`src/rtl/usb_ep_bridge.sv`:
```
module usb_ep_bridge #(
  parameter int DEPTH  = 8,
  parameter int SETTLE = 16,
  localparam int CW = $clog2(DEPTH + 1),
  localparam int PW = $clog2(DEPTH),
  localparam int SW = $clog2(SETTLE + 1)
) (
  input  logic          clk,
  input  logic          rst_n,
  input  logic          usb_rst,
  input  logic          bus_wr,
  input  logic          bus_rd,
  input  logic [2:0]    bus_addr,
  input  logic [7:0]    bus_wdata,
  output logic [7:0]    bus_rdata,
  input  logic          rx_wr,
  input  logic [1:0]    rx_ep,
  input  logic [7:0]    rx_data,
  input  logic          rx_done,
  input  logic          rx_setup,
  input  logic [1:0]    tx_sel,
  output logic          tx_pkt_rdy,
  output logic [CW-1:0] tx_len,
  output logic [7:0]    tx_data,
  input  logic          tx_pop,
  input  logic          tx_ack
);

  logic          req, txb, clr, scmd, len0;
  logic [1:0]    sel;
  logic          sess, sess_wr;
  logic [SW-1:0] scnt;
  logic [7:0]    mem [4][DEPTH];
  logic [3:0][CW-1:0] cnt, rptr;
  logic [3:0]    rxf, txp;

  logic settled, ctl_wr, port_hit, access, ready;
  logic req_rise, req_fall, end_edge, commit, release_pkt, do_clear;
  logic mcu_wr, mcu_rd, rx_ok, rx_push, rx_fin, set_scmd, set_len0;
  logic [7:0] ctl_q;

  assign settled   = scnt == SW'(SETTLE);
  assign ctl_wr    = bus_wr && bus_addr == 3'd0;
  assign port_hit  = bus_addr[2] && bus_addr[1:0] == sel;
  assign access    = (bus_wr || bus_rd) && port_hit;
  assign req_rise  = ctl_wr && !req && bus_wdata[0];
  assign req_fall  = ctl_wr && req && !bus_wdata[0];
  assign end_edge  = ctl_wr && req && bus_wdata[0] && sess && (bus_wdata[1] != txb);
  assign commit      = end_edge && settled && sess_wr;
  assign release_pkt = end_edge && settled && !sess_wr;
  assign do_clear  = req && clr;

  assign ready = req && sess && settled && !clr &&
                 (sess_wr ? (!rxf[sel] && !txp[sel] && cnt[sel] != CW'(DEPTH))
                          : (rxf[sel] && rptr[sel] != cnt[sel]));

  assign mcu_wr = bus_wr && port_hit && ready && sess_wr;
  assign mcu_rd = bus_rd && port_hit && ready && !sess_wr;

  assign rx_ok    = !rxf[rx_ep] && !txp[rx_ep] && !(req && sess && sess_wr && sel == rx_ep);
  assign rx_push  = rx_wr && rx_ok && cnt[rx_ep] != CW'(DEPTH);
  assign rx_fin   = rx_done && rx_ok;
  assign set_scmd = rx_fin && rx_setup && rx_ep == sel;
  assign set_len0 = rx_fin && cnt[rx_ep] == '0 && rx_ep == sel;

  assign ctl_q = {len0, ready, scmd, sel, clr, txb, req};

  always_ff @(posedge clk or negedge rst_n) begin
    if (!rst_n) begin
      {req, txb, clr, scmd, len0, sel, sess, sess_wr} <= '0;
      scnt <= '0;
    end else if (usb_rst) begin
      {req, txb, clr, scmd, len0, sel, sess, sess_wr} <= '0;
      scnt <= '0;
    end else begin
      if (ctl_wr) begin
        req  <= bus_wdata[0];
        txb  <= bus_wdata[1];
        clr  <= bus_wdata[2];
        if (!req) sel <= bus_wdata[4:3];
        scmd <= (scmd & bus_wdata[5]) | set_scmd;
        len0 <= (len0 & bus_wdata[7]) | set_len0;
      end else begin
        scmd <= scmd | set_scmd;
        len0 <= len0 | set_len0;
      end
      if (req_rise) begin
        sess    <= 1'b1;
        sess_wr <= bus_wdata[1];
      end else if (req_fall || end_edge) begin
        sess <= 1'b0;
      end
      if (!req || access) scnt <= '0;
      else if (!settled)  scnt <= scnt + 1'b1;
    end
  end

  for (genvar e = 0; e < 4; e++) begin : g_ep
    logic [CW-1:0] c_q, r_q;
    logic          rf_q, tp_q, here, wipe, grow, adv;
    assign here = sel == 2'(e);
    assign wipe = (do_clear && here) || (release_pkt && here) ||
                  (tx_ack && tx_sel == 2'(e) && tp_q);
    assign grow = (mcu_wr && here) || (rx_push && rx_ep == 2'(e));
    assign adv  = (mcu_rd && here) ||
                  (tx_pop && tx_sel == 2'(e) && tp_q && r_q != c_q);
    always_ff @(posedge clk or negedge rst_n) begin
      if (!rst_n) begin
        c_q <= '0; r_q <= '0; rf_q <= 1'b0; tp_q <= 1'b0;
      end else if (wipe) begin
        c_q <= '0; r_q <= '0; rf_q <= 1'b0; tp_q <= 1'b0;
      end else begin
        if (grow) c_q <= c_q + 1'b1;
        if (adv)  r_q <= r_q + 1'b1;
        if (commit && here) tp_q <= 1'b1;
        if (rx_fin && rx_ep == 2'(e)) rf_q <= 1'b1;
      end
    end
    assign cnt[e]  = c_q;
    assign rptr[e] = r_q;
    assign rxf[e]  = rf_q;
    assign txp[e]  = tp_q;
  end

  always_ff @(posedge clk) begin
    if (mcu_wr)  mem[sel][cnt[sel][PW-1:0]]     <= bus_wdata;
    if (rx_push) mem[rx_ep][cnt[rx_ep][PW-1:0]] <= rx_data;
  end

  always_comb begin
    bus_rdata = 8'h00;
    if (bus_addr == 3'd0) bus_rdata = ctl_q;
    else if (port_hit && rxf[sel]) bus_rdata = mem[sel][rptr[sel][PW-1:0]];
  end

  assign tx_pkt_rdy = txp[tx_sel];
  assign tx_len     = cnt[tx_sel];
  assign tx_data    = mem[tx_sel][rptr[tx_sel][PW-1:0]];

endmodule

```
`config.mk`:
```
export PLATFORM = sky130hd
export DESIGN_NAME = usb_ep_bridge
export DESIGN_NICKNAME = d
export VERILOG_FILES = /design/src/rtl/usb_ep_bridge.sv
export SDC_FILE = /design/constraint.sdc
export NUM_CORES = 1
export LEC_CHECK = 0
export ABC_CLOCK_PERIOD_IN_PS = 5080
export BUFFER_PORTS_ARGS = -buffer_cell sky130_fd_sc_hd__buf_4
export CAP_MARGIN = 20
export CORE_AREA = 3 3 173 175
export CTS_CLUSTER_DIAMETER = 40
export CTS_CLUSTER_SIZE = 12
export DETAILED_ROUTE_END_ITERATION = 16
export DIE_AREA = 0 0 176 178
export PLACE_DENSITY = 0.89
export SLEW_MARGIN = 5
export SYNTH_ARGS = -nofsm -noshare
export SYNTH_HDL_FRONTEND = slang
export SYNTH_SLANG_ARGS = --single-unit
export TNS_END_PERCENT = 1
```
`constraint.sdc`:
```
create_clock -name clk -period 5.08 [get_ports clk]
set_input_delay 0.762 -clock clk [delete_from_list [all_inputs] [get_ports clk]]
set_output_delay 0.762 -clock clk [all_outputs]
set_load 0.05 [all_outputs]
```
# --- After elaboration in Yosys (flattened, before gate mapping) ---
# Memory sizes are Yosys's and may differ from the RTL's.
# Cells that the tools add are included.
op_classes:
  n_addsub: 9
  magnitude_cmp: 9
  eq_ne: 23
  muxes: 90
  bitwise_logic: 10
  reduce_logical: 142
op_table:
  columns: ["operator", "n"]
  rows:
  - ["$mux 64", 2]
  - ["$logic_and 1x1->1", 89]
  - ["$mux 4", 20]
  - ["$mux 8", 8]
  - ["$bmux 8 s3", 2]
  - ["$demux 8 s3", 2]
  - ["$bmux 4 s2", 5]
  - ["$mux 1", 39]
  - ["$reduce_bool 2->1", 18]
  - ["$add 4x1->4 const B", 8]
  - ["$ne 4x4->1", 5]
  - ["$logic_or 1x1->1", 19]
  - ["$ge 4x4->1 const B", 4]
  - ["$not 3->4", 4]
  - ["$mux 5", 3]
  - ["$eq 2x2->1 const B", 6]
  - ["$bmux 1 s2", 5]
  - ["$logic_not 1->1", 9]
  - ["$lt 2x3->1 const B", 3]
  - ["$lt 4x1->1 const B", 2]
  - ["$ne 4x4->1 const B", 2]
  - ["$eq 2x1->1 const B", 3]
  - ["$eq 2x2->1", 3]
  - ["$logic_not 2->1", 3]
  - ["other kinds (13)", 19]
totals:
  regBits: 54
  ramBits: 256
  input_bits: 33
  n_memories: 1
mem_list:
  columns: ["name", "depth", "width", "read_ports", "rd_clocked_by_memory_dff", "write_ports", "line_no", "rtl"]
  rows:
  - ["mem", 4, 64, 2, 0, 2, "33", "logic [7:0] mem [4][DEPTH];"]

# --- Depth between registers and ports, before layout ---
# Gate-level depths: netlist (run 1).
depth:
  ltp_word: 13
  mapped_depth: 10
  ltp_nobuf: 8

# --- Worst setup path after synthesis (run 1) ---
# No wires, ideal clock.
synth_timing:
  kind: "input to output"
  from: "input port tx_sel[0]"
  to: "output port tx_data[5]"
  arrival_ns: 3.261
  setup_slack_ns: 1.057
  stages: 7
  cell_sequence: "buf_1 -> buf_2 -> mux4_2 -> clkbuf_1 -> nor2_1 -> a21oi_1 -> o21ai_0"
synth_via:
  elab_chain_len: 6
  elab_cells_between_ends: 7
  classes_between: "mux: 5; bitwise: 1; memory: 1"
synth_lines:
  columns: ["item", "line_no", "rtl"]
  rows:
  - ["start: declaration", "21", "input logic [1:0] tx_sel,"]
  - ["$bmux 4 s2", "138", "assign tx_data = mem[tx_sel][rptr[tx_sel][PW-1:0]];"]
  - ["$mux 3 (not written as such)", "138", null]
  - ["$not 3->4 (not written as such)", "138", null]
  - ["$bmux 8 s3 (*)", "138", null]
  - ["$mux 8 (not written as such) (*) (2 in series)", "138", null]
  - ["end: declaration", "24", "output logic [7:0] tx_data,"]
# Mark *: on every way between the ends. The rest lies on a longest branch, timed or not. The select of a mux whose other input is x is not followed.

# --- Final worst setup path (run 1) ---
layout_timing:
  from: "register sel[0]"
  to: "output port bus_rdata[6]"
layout_via:
  elab_chain_len: 8
  elab_cells_between_ends: 27
  classes_between: "eq/ne: 3; mux: 14; bitwise: 1; reduce/logical: 8; memory: 1"
layout_lines:
  columns: ["item", "line_no", "rtl"]
  rows:
  - ["start: declaration", "30", "logic [1:0] sel;"]
  - ["start signal: assignment", "80", "if (!req) sel <= bus_wdata[4:3];"]
  - ["$bmux 4 s2, or another cell as far along", "55, 133", null]
  - ["$mux 4 (not written as such), or another cell as far along", "133", "else if (port_hit && rxf[sel]) bus_rdata = mem[sel][rptr[sel][PW-1:0]];"]
  - ["$not 3->4 (not written as such) / $logic_not 1->1 (equally long branches)", "133, 54", null]
  - ["$bmux 8 s3 / $logic_and 1x1->1 (equally long branches)", "133, 54", null]
  - ["$mux 8 (not written as such) / $logic_and 1x1->1 (equally long branches)", "133, 54", null]
  - ["$mux 8 (not written as such) / $mux 1 (equally long branches)", "133, 54", null]
  - ["$mux 8 / $logic_and 1x1->1 (equally long branches)", "133, 53", null]
  - ["$mux 8 (*)", "132", "if (bus_addr == 3'd0) bus_rdata = ctl_q;"]
  - ["end: declaration", "15", "output logic [7:0] bus_rdata,"]
# Marks and branches as above.

==> metrics.cfg, run 1 <==
[timing]
finalCriticalPeriod_ns=4.50
finalSetupTns_ns=0
hold_violations=0
rsz0062_at_grt=no
setup_viol=0
worst_slew_pin_slew_ns=1.18
report.final.slew_viol_count=0
period_share=0.885
slew_headroom=0.213
clock_skew_ns=0.0224
fmax_ghz=0.222

[clocking]
clkTransAtPathRegs_ns=0.05
cts.sinks=310
clk-insertion-delay-late_ns=0.55
cts-root-buf=clkbuf_16
ctsResizeCount=0
clk_path_buf_depth=3
cts_tree=yes
htreeDepth=2
numCtsBuffers=43
holdBufCountCts=0
post_cts_buffers=0

[logic_synthesis]
synth-simple-area-share=0.0709
synthArstFlopShare=0.174
netlist_area_sq_mm=0.0195
synthesis.nets=1460
syn_inst=1417
synth.area.top_cells=edfxtp_1 39%, mux4_2 17%, mux2_2 15%
yosys_warnings=0
synth_edf_count=256
synth_top_area_frac=0.395
synth_seq_cells=310
synth_compound_area_frac=0.0550
syn_avg_cell_area_sq_um=13.7
yosysSeqAreaShare=0.464
muxShareOfSynthArea=0.359
synth_xor_area_frac=0.0144
ys_types=62
synth_top_family_by_area=multiplexers
dominantRegCellSynth=edfxtp_1
yosys.area_share.adder=0.00642
yosys.area.top_type=edfxtp_1

[global_routing]
overflow=0
antenna_found_initial=1
grt_util_all_layers=0.374
grt_pass1_wl_um=87500
grt_max_degree=87
first_global_vias=14300

[placement]
place_area_sq_mm=0.0201
gp_congestion=0.929
post-dp-hpwl_um=36500
port_buffers=53
dp_cells=1756

[critical_path]
r2r_cells=7
cp_num_buf_inv=2
cpLargestDelayFamily=multiplexers
worstSetupPathType=flip-flop to output pin
reg2reg_from=sel[0]
crit_slowest_cell=mux4_2
arrival_ns=3.74
crit_required_ns=4.32
cp_cell_sequence=buf_12, mux4_2, xor2_1, nor4_4, o22ai_1, nand3_1, o21ai_0, buf_4
slowest_delay_ns=0.82
r2r-end=mem[0][55]
rrSetupSlack_ns=1.11
setup.worst_path.start=sel[0]
crit_fanout=86
cp-start-kind=flip-flop
end_kind=output pin

[routing]
finalWirelength_um=57600
drtIter0Drc=2621
vias_per_cell=7.73
wl_per_cell_um=31.3
ant_nets=0
drc=0
first_pass_iters=7
num_vias=14200

[die]
start_util=0.680
die_y_um=178
fp.dieW_um=176
dieArea_sq_mm=0.0313
core-area_sq_mm=0.0286
row_count=62
io_pins=54

[layout]
final_cell_mix=267 x mux2_2, 256 x edfxtp_1, 151 x mux4_2
drive_gt1_frac=0.412
final_common_cell=mux2_2
area_growth_pct=10.6
layoutNonFillerInstCount=1838
fill_cells=1617
design_area_sq_mm=0.0215
final_util=0.752
fin_nets=1464
diodes=0

[pwr]
power_mw=7.20
leakagePower_nw=7.27
powerDensity_mw_per_mm2=334
peakVddDrop_mv=0.379

[flow_run]
drv_cap=0

[run_status]
run_status=finished, final reports clean

[hold_path]
min_path_type=primary input to async pin

==> metal layers <==
metal	up-vias	global-route usage	wire, um
li1	5603	-	-
met3	279	0.101	8190
met1	6976	0.498	19400
met2	1342	0.584	26600
met5	-	0	14
met4	2	0.175	3370
==> layout make-up <==
| cell class | instances | area (sq um) | share of cell area |
|---|---|---|---|
| Inverter | 12 | 45.0 | 0.00209 |
| Clock inverter | 31 | 325 | 0.0151 |
| Sequential cell | 310 | 9050 | 0.420 |
| Timing Repair Buffer | 89 | 671 | 0.0311 |
| Clock buffer | 47 | 1110 | 0.0517 |
| Tap cell | 384 | 480 | 0.0223 |
| Multi-Input combinational cell | 965 | 9860 | 0.458 |
==> power breakdown <==
part / switching (mW) / internal [mW]
combinational: 0.658 / 0.485
sequential: 0.198 / 2.85
clock: 1.19 / 1.81
total: 2.05 / 5.15
==> worst register-to-register path, cell delays in order (launching register included) <==
cell	delay [ns]
dfrtp_4	0.44
buf_12	0.54
mux4_2	0.65
nor2_1	0.22
nand2_1	0.13
nor3_1	0.47
nand2_1	0.31
o21bai_1	0.84
==> how the worst max path moves through the flow <==
stage                               to  cells after the start
after floorplan             tx_data[5]                      7
after global placement      mem[0][55]                      7
after detailed placement    mem[0][55]                      7
after CTS                 bus_rdata[6]                      8
after global routing      bus_rdata[6]                      8
final                     bus_rdata[6]                      8
==> logic make-up (layout without fill, tap and decap cells) <==
logic type	after synthesis	count (layout)
compound gates	169	169
xor+xnor	32	32
fa+ha+maj	10	10
buf+inv	142	179
flops	310	310
mux	475	475
simple gates	279	279
==> state kept, by name, summed over array words and instances, names as in the netlist, 2 cells and up <==
register   cells
g_ep.r_q      16
g_ep.rf_q      4
g_ep.tp_q      4
g_ep.c_q      16
sel            2
mem          256
scnt           5
==> synth_stat cells, drive strengths merged (5+ instances only) <==
library cell and instances:
edfxtp 256, mux2i 41, o21bai 8, o21ai 57
xor2 10, nor4 5, and2 6, nor2 72
a21oi 28, nor2b 12, o211ai 16, buf 38
xnor2 22, nand2 85, inv 12, nor3 19
clkbuf 92, o21a 7, mux2 283, mux4 151
a211oi 16, nand3 27, ha 10, dfrtp 54
o22ai 10, and3 6, nand4 13, nand2b 10
a21o 6
==> stage by stage <==
| step | hold WS (ns) | setup WS [ns] |
|---|---|---|
| finish | 0.265 | 0.582 |
| global route | 0.315 | 0.408 |
| CTS | 0.293 | 0.629 |
| detailed placement | 0.527 | 1.03 |
| global placement | 0.506 | 1.08 |
| floorplan | 0.466 | 1.06 |
(Power assumes the default switching activity.)
==> run 2, diff against run 1 <==
--- a/config.mk
+++ b/config.mk
@@ -8,11 +8,13 @@
 export ABC_CLOCK_PERIOD_IN_PS = 5080
 export BUFFER_PORTS_ARGS = -buffer_cell sky130_fd_sc_hd__buf_4
 export CAP_MARGIN = 20
-export CORE_AREA = 3 3 173 175
+export CELL_PAD_IN_SITES_DETAIL_PLACEMENT = 1
+export CELL_PAD_IN_SITES_GLOBAL_PLACEMENT = 1
+export CORE_AREA = 3 3 188 190
 export CTS_CLUSTER_DIAMETER = 40
 export CTS_CLUSTER_SIZE = 12
 export DETAILED_ROUTE_END_ITERATION = 16
-export DIE_AREA = 0 0 176 178
+export DIE_AREA = 0 0 191 193
 export PLACE_DENSITY = 0.89
 export SLEW_MARGIN = 5
 export SYNTH_ARGS = -nofsm -noshare
==> metrics.cfg, run 2 (same netlist as run 1, synthesis figures left out) <==
[layout]
final_cell_mix=267 x mux2_2, 256 x edfxtp_1, 151 x mux4_2  ; unchanged
fill_cells=3052  ; was 1,617
fin_nets=1469  ; was 1,464
final_util=0.654  ; was 0.752
multi_input_area_sq_mm=0.00986  ; unchanged
area_growth_pct=13.0  ; was 10.6%
layoutNonFillerInstCount=1915  ; was 1,838
diodes=0  ; unchanged
final_common_cell=mux2_2  ; unchanged
largest_register_ffs=256  ; unchanged
drive_gt1_frac=0.412  ; about the same
design_area_sq_mm=0.0220  ; was 0.0215 sq mm
seq_area_sq_mm=0.00905  ; unchanged

[critical_path]
cpMostUsedCell=o21ai_0
cp-start-kind=flip-flop  ; unchanged
setup.worst_path.start=sel[0]  ; unchanged
crit_required_ns=4.32  ; about the same
worstSetupPathType=flip-flop to output pin  ; unchanged
crit_fanout=38  ; was 86
cp_cell_sequence=mux4_2, mux2i_1, o21ai_0, a21oi_1, o21ai_0, buf_4  ; was buf_12, mux4_2, xor2_1, nor4_4, o22ai_1, nand3_1, o21ai_0, buf_4
end_kind=output pin  ; unchanged
crit_slowest_cell=mux4_2  ; unchanged
arrival_ns=4.10  ; was 3.74 ns
rrSetupSlack_ns=0.89  ; was 1.11 ns
slowest_delay_ns=1.18  ; was 0.82 ns
reg2reg_from=sel[1]  ; was sel[0]

[timing]
finalCriticalPeriod_ns=4.86  ; was 4.50 ns
slew_headroom=0.231  ; was 0.213
period_share=0.957  ; was 0.885
report.final.slew_viol_count=0  ; unchanged
setup_viol=0  ; unchanged
clock_skew_ns=0.0184  ; was 0.0224 ns
setup_slack_ns=0.216  ; was 0.582 ns
rsz0062_at_grt=no  ; unchanged
finalSetupTns_ns=0  ; unchanged
worst_slew_pin_slew_ns=1.15  ; was 1.18 ns
fmax_ghz=0.206  ; was 0.222 GHz
hold_violations=0  ; unchanged

[routing]
first_pass_iters=8  ; was 7
drc=0  ; unchanged
num_vias=14800  ; was 14,200
wl_per_cell_um=37.6  ; was 31.3 um
vias_per_cell=7.73  ; about the same
drtIter0Drc=2267  ; was 2,621
finalWirelength_um=72000  ; was 57,600 um
wl_met3_um=9130  ; was 8190 um
drt-met1-wl_um=24400  ; was 19,400 um
top_layer=met5  ; unchanged
wl_met2_um=33400  ; was 26,600 um
ant_nets=0  ; unchanged

[die]
core-area_sq_mm=0.0336  ; was 0.0286 sq mm
io_pins=54  ; unchanged
die_y_um=193  ; was 178 um
fp.dieW_um=191  ; was 176 um
dieArea_sq_mm=0.0369  ; was 0.0313 sq mm
start_util=0.579  ; was 0.680
row_count=67  ; was 62

[global_routing]
grt_util_all_layers=0.394  ; was 0.374
antenna_found_initial=1  ; unchanged
first_global_vias=15300  ; was 14,300
grt_max_degree=76  ; was 87
grt_pass1_wl_um=106000  ; was 87,500 um
overflow=0  ; unchanged

[clocking]
htreeDepth=2  ; unchanged
holdBufCountCts=0  ; unchanged
cts-root-buf=clkbuf_16  ; unchanged
clk_path_buf_depth=3  ; unchanged
post_cts_buffers=0  ; unchanged
ctsResizeCount=0  ; unchanged
cts.sinks=310  ; unchanged
clk-insertion-delay-late_ns=0.58  ; was 0.55 ns
clkTransAtPathRegs_ns=0.05  ; about the same
cts_tree=yes  ; unchanged
numCtsBuffers=50  ; was 43

[flow_run]
drv_cap=0  ; unchanged

[placement]
pre_cts_slack_ns=1.06  ; was 1.03 ns
port_buffers=53  ; unchanged
dp_cells=1821  ; was 1,756
place_area_sq_mm=0.0202  ; was 0.0201 sq mm
gp_congestion=0.940  ; was 0.929
post-dp-hpwl_um=44000  ; was 36,500 um

[run_status]
run_status=finished, final reports clean  ; unchanged

[pwr]
powerDensity_mw_per_mm2=366  ; was 334 mW/mm^2
peakVddDrop_mv=0.361  ; was 0.379 mV
leakagePower_nw=7.43  ; was 7.27 nW

[hold_path]
min_path_type=primary input to async pin  ; unchanged

[run 2: cell types whose count changed in the layout (fill, tap and decap cells not counted), sizes merged]
cell,before,now
clkbuf,47,62
bufinv,4,11
buf,89,87
clkinvlp,7,8
clkinv,14,10
inv,18,14
[run 2: metal layers]
metal	track usage	up-vias
li1	-	5629
met1	0.496	7501
met2	0.628	1315
met3	0.104	352
met4	0.214	2
met5	0	-
[run 2: per-stage QoR]
step	total power [mW]	hold WS, ns
after global placement	4.17	0.515
after floorplan	3.84	0.466
final	8.06	0.241
after CTS	8.00	0.269
after detailed placement	4.25	0.539
after global routing	8.22	0.285
[run 2: cell type report]
type	instances	share of cell area
tap	448	0.0255
clock inverter	31	0.0211
timing repair buffer	87	0.0308
sequential	310	0.411
clock buffer	62	0.0613
inverter	12	0.00205
multi-input combinational	965	0.448
[run 2: critical path, delay by kind of cell, from the launching register on]
family / cells / cell delay [ns]
mux: 2 / 1.58
compound gates: 3 / 1.03
flops: 1 / 0.63
buf+inv: 1 / 0.26
[run 2: path summary, 6_finish.rpt]
kind | end | cells past startpoint
worst min-delay path | g_ep[2].c_q[2] | 1
worst max-delay path | bus_rdata[5] | 6
max in group asynchronous | sel[1] | 1
min in group clk | txb | 2
worst min register to register | g_ep[1].rf_q | 2
worst max register to register | mem[3][12] | 7
[run 2: report_power, final]
group / leakage [nW] / total (mW) / switching (mW) / internal (mW)
registers: 2.99 / 3.06 / 0.209 / 2.85
clock network: 0.855 / 3.77 / 1.32 / 2.45
logic: 3.59 / 1.23 / 0.735 / 0.491
total: 7.43 / 8.06 / 2.27 / 5.79
==> run 3, diff against run 2 <==
--- a/config.mk
+++ b/config.mk
@@ -9,12 +9,12 @@
 export BUFFER_PORTS_ARGS = -buffer_cell sky130_fd_sc_hd__buf_4
 export CAP_MARGIN = 20
 export CELL_PAD_IN_SITES_DETAIL_PLACEMENT = 1
-export CELL_PAD_IN_SITES_GLOBAL_PLACEMENT = 1
-export CORE_AREA = 3 3 188 190
+export CELL_PAD_IN_SITES_GLOBAL_PLACEMENT = 2
+export CORE_AREA = 3 3 202 204
 export CTS_CLUSTER_DIAMETER = 40
 export CTS_CLUSTER_SIZE = 12
 export DETAILED_ROUTE_END_ITERATION = 16
-export DIE_AREA = 0 0 191 193
+export DIE_AREA = 0 0 205 207
 export PLACE_DENSITY = 0.89
 export SLEW_MARGIN = 5
 export SYNTH_ARGS = -nofsm -noshare
==> metrics.cfg, run 3 (same netlist as run 1, synthesis figures left out) <==
[run_status]
run_status=finished, final reports clean  ; unchanged

[critical_path]
crit_slowest_cell=mux4_2  ; unchanged
crit_fanout=23  ; was 38
arrival_ns=4.05  ; was 4.10 ns
cp-start-kind=flip-flop  ; unchanged
end_kind=output pin  ; unchanged
crit_required_ns=4.32  ; about the same
worstSetupPathType=flip-flop to output pin  ; unchanged
cp_cell_sequence=mux4_2, buf_4, mux2_2, nand2_1, o21ai_0, a21oi_1, o21ai_0, buf_4  ; was mux4_2, mux2i_1, o21ai_0, a21oi_1, o21ai_0, buf_4
slowest_delay_ns=1.03  ; was 1.18 ns

[die]
start_util=0.494  ; was 0.579
dieArea_sq_mm=0.0424  ; was 0.0369 sq mm
fp.dieW_um=205  ; was 191 um
row_count=73  ; was 67
io_pins=54  ; unchanged
die_y_um=207  ; was 193 um
core-area_sq_mm=0.0395  ; was 0.0336 sq mm

[placement]
pre_cts_slack_ns=0.971  ; was 1.06 ns
gp_congestion=0.876  ; was 0.940
place_area_sq_mm=0.0203  ; was 0.0202 sq mm
port_buffers=53  ; unchanged
post-dp-hpwl_um=42300  ; was 44,000 um

[global_routing]
first_global_vias=14600  ; was 15,300
use_met2=0.520  ; was 0.628
overflow=0  ; unchanged
grt_util_all_layers=0.313  ; was 0.394
antenna_found_initial=1  ; unchanged
use_met1=0.402  ; was 0.496
grt_use_met3=0.0618  ; was 0.104
grt_max_degree=76  ; unchanged
top_usage_layer=met2  ; unchanged
grt_pass1_wl_um=98000  ; was 106,000 um

[layout]
diodes=0  ; unchanged
design_area_sq_mm=0.0222  ; was 0.0220 sq mm
final_util=0.563  ; was 0.654
drive_gt1_frac=0.421  ; was 0.412
final_common_cell=mux2_2  ; unchanged
area_growth_pct=14.1  ; was 13.0%
largest_register_ffs=256  ; unchanged
final_cell_mix=267 x mux2_2, 256 x edfxtp_1, 151 x mux4_2  ; unchanged
fin_nets=1482  ; was 1,469

[timing]
report.final.slew_viol_count=0  ; unchanged
finalSetupTns_ns=0  ; unchanged
rsz0062_at_grt=no  ; unchanged
setup_viol=0  ; unchanged
hold_violations=0  ; unchanged
finalCriticalPeriod_ns=4.82  ; was 4.86 ns
clock_skew_ns=0.0303  ; was 0.0184 ns
slew_headroom=0.187  ; was 0.231
fmax_ghz=0.208  ; was 0.206 GHz
period_share=0.948  ; was 0.957
setup_slack_ns=0.264  ; was 0.216 ns
worst_slew_pin_slew_ns=1.21  ; was 1.15 ns

[clocking]
ctsResizeCount=0  ; unchanged
post_cts_buffers=0  ; unchanged
numCtsBuffers=57  ; was 50
htreeDepth=2  ; unchanged
clkTransAtPathRegs_ns=0.05  ; about the same
cts_tree=yes  ; unchanged
holdBufCountCts=0  ; unchanged
cts-root-buf=clkbuf_16  ; unchanged
clk-insertion-delay-late_ns=0.62  ; was 0.58 ns
clk_path_buf_depth=3  ; unchanged
cts.sinks=310  ; unchanged

[routing]
ant_nets=0  ; unchanged
finalWirelength_um=65900  ; was 72,000 um
first_pass_iters=5  ; was 8
vias_per_cell=6.90  ; was 7.73
drtIter0Drc=1549  ; was 2,267
wl_per_cell_um=32.7  ; was 37.6 um
num_vias=13900  ; was 14,800
drc=0  ; unchanged

[pwr]
leakagePower_nw=7.50  ; was 7.43 nW
powerDensity_mw_per_mm2=359  ; was 366 mW/mm^2
peakVddDrop_mv=0.320  ; was 0.361 mV

[flow_run]
drv_cap=0  ; unchanged

[hold_path]
min_path_type=primary input to async pin  ; unchanged

==> run 3: changes by cell type in the layout (fill, tap and decap cells not counted), moves of 3 or more <==
cell / delta
clkinv_2: +7
bufinv_16: -6
clkbuf_1: -5
clkbuf_16: +5
clkinv_1: +4
buf_4: +3
inv_6: +3
==> run 3: report_power, final <==
group	total (mW)	switching, mW	internal [mW]
Combinational	1.18	0.688	0.492
Sequential	3.04	0.185	2.85
Clock	3.77	1.42	2.35
Total	7.99	2.29	5.69
==> run 3: path summary, 6_finish.rpt <==
path                                    from              to  slack [ns]  cells after the start
worst max register to register        sel[0]      mem[3][13]        1.43                      6
max in group asynchronous              rst_n          sel[0]        4.29                      1
worst max-delay path                  sel[0]    bus_rdata[6]        0.26                      8
worst min register to register  g_ep[0].rf_q    g_ep[0].rf_q        0.53                      2
min in group clk                     usb_rst            scmd        0.41                      2
worst min-delay path                   rst_n  g_ep[1].r_q[0]        0.21                      1
==> run 3: stage by stage <==
| stage | power (mW) | instances | hold WS (ns) |
|---|---|---|---|
| floorplan | 3.84 | 1417 | 0.466 |
| global placement | 4.17 | 1901 | 0.503 |
| detailed placement | 4.23 | 1903 | 0.522 |
| CTS | 8.01 | 2011 | 0.226 |
| global route | 8.25 | 2013 | 0.247 |
| finish | 7.99 | 2013 | 0.213 |
==> run 3: final cells by class <==
type                       count  area, sq um
multi-input combinational    965         9860
tap                          525          657
clock inverter                45          425
clock buffer                  63         1470
sequential                   310         9050
fill                        3840        17200
timing repair buffer          93          731
inverter                      12         45.0
==> run 3: routing by layer <==
| layer | up-vias | part of all wire |
|---|---|---|
| li1 | 5666 | - |
| met2 | 760 | 0.50 |
| met5 | - | 0 |
| met3 | 191 | 0.082 |
| met4 | 0 | 0.048 |
| met1 | 7265 | 0.37 |
==> run 3: worst max-delay path, delay by kind of cell, from the launching register on <==
kind	cells	cell delay [ns]
flops	1	0.62
compound gates	3	0.66
simple gates	1	0.08
mux	2	1.41
buf+inv	2	0.64
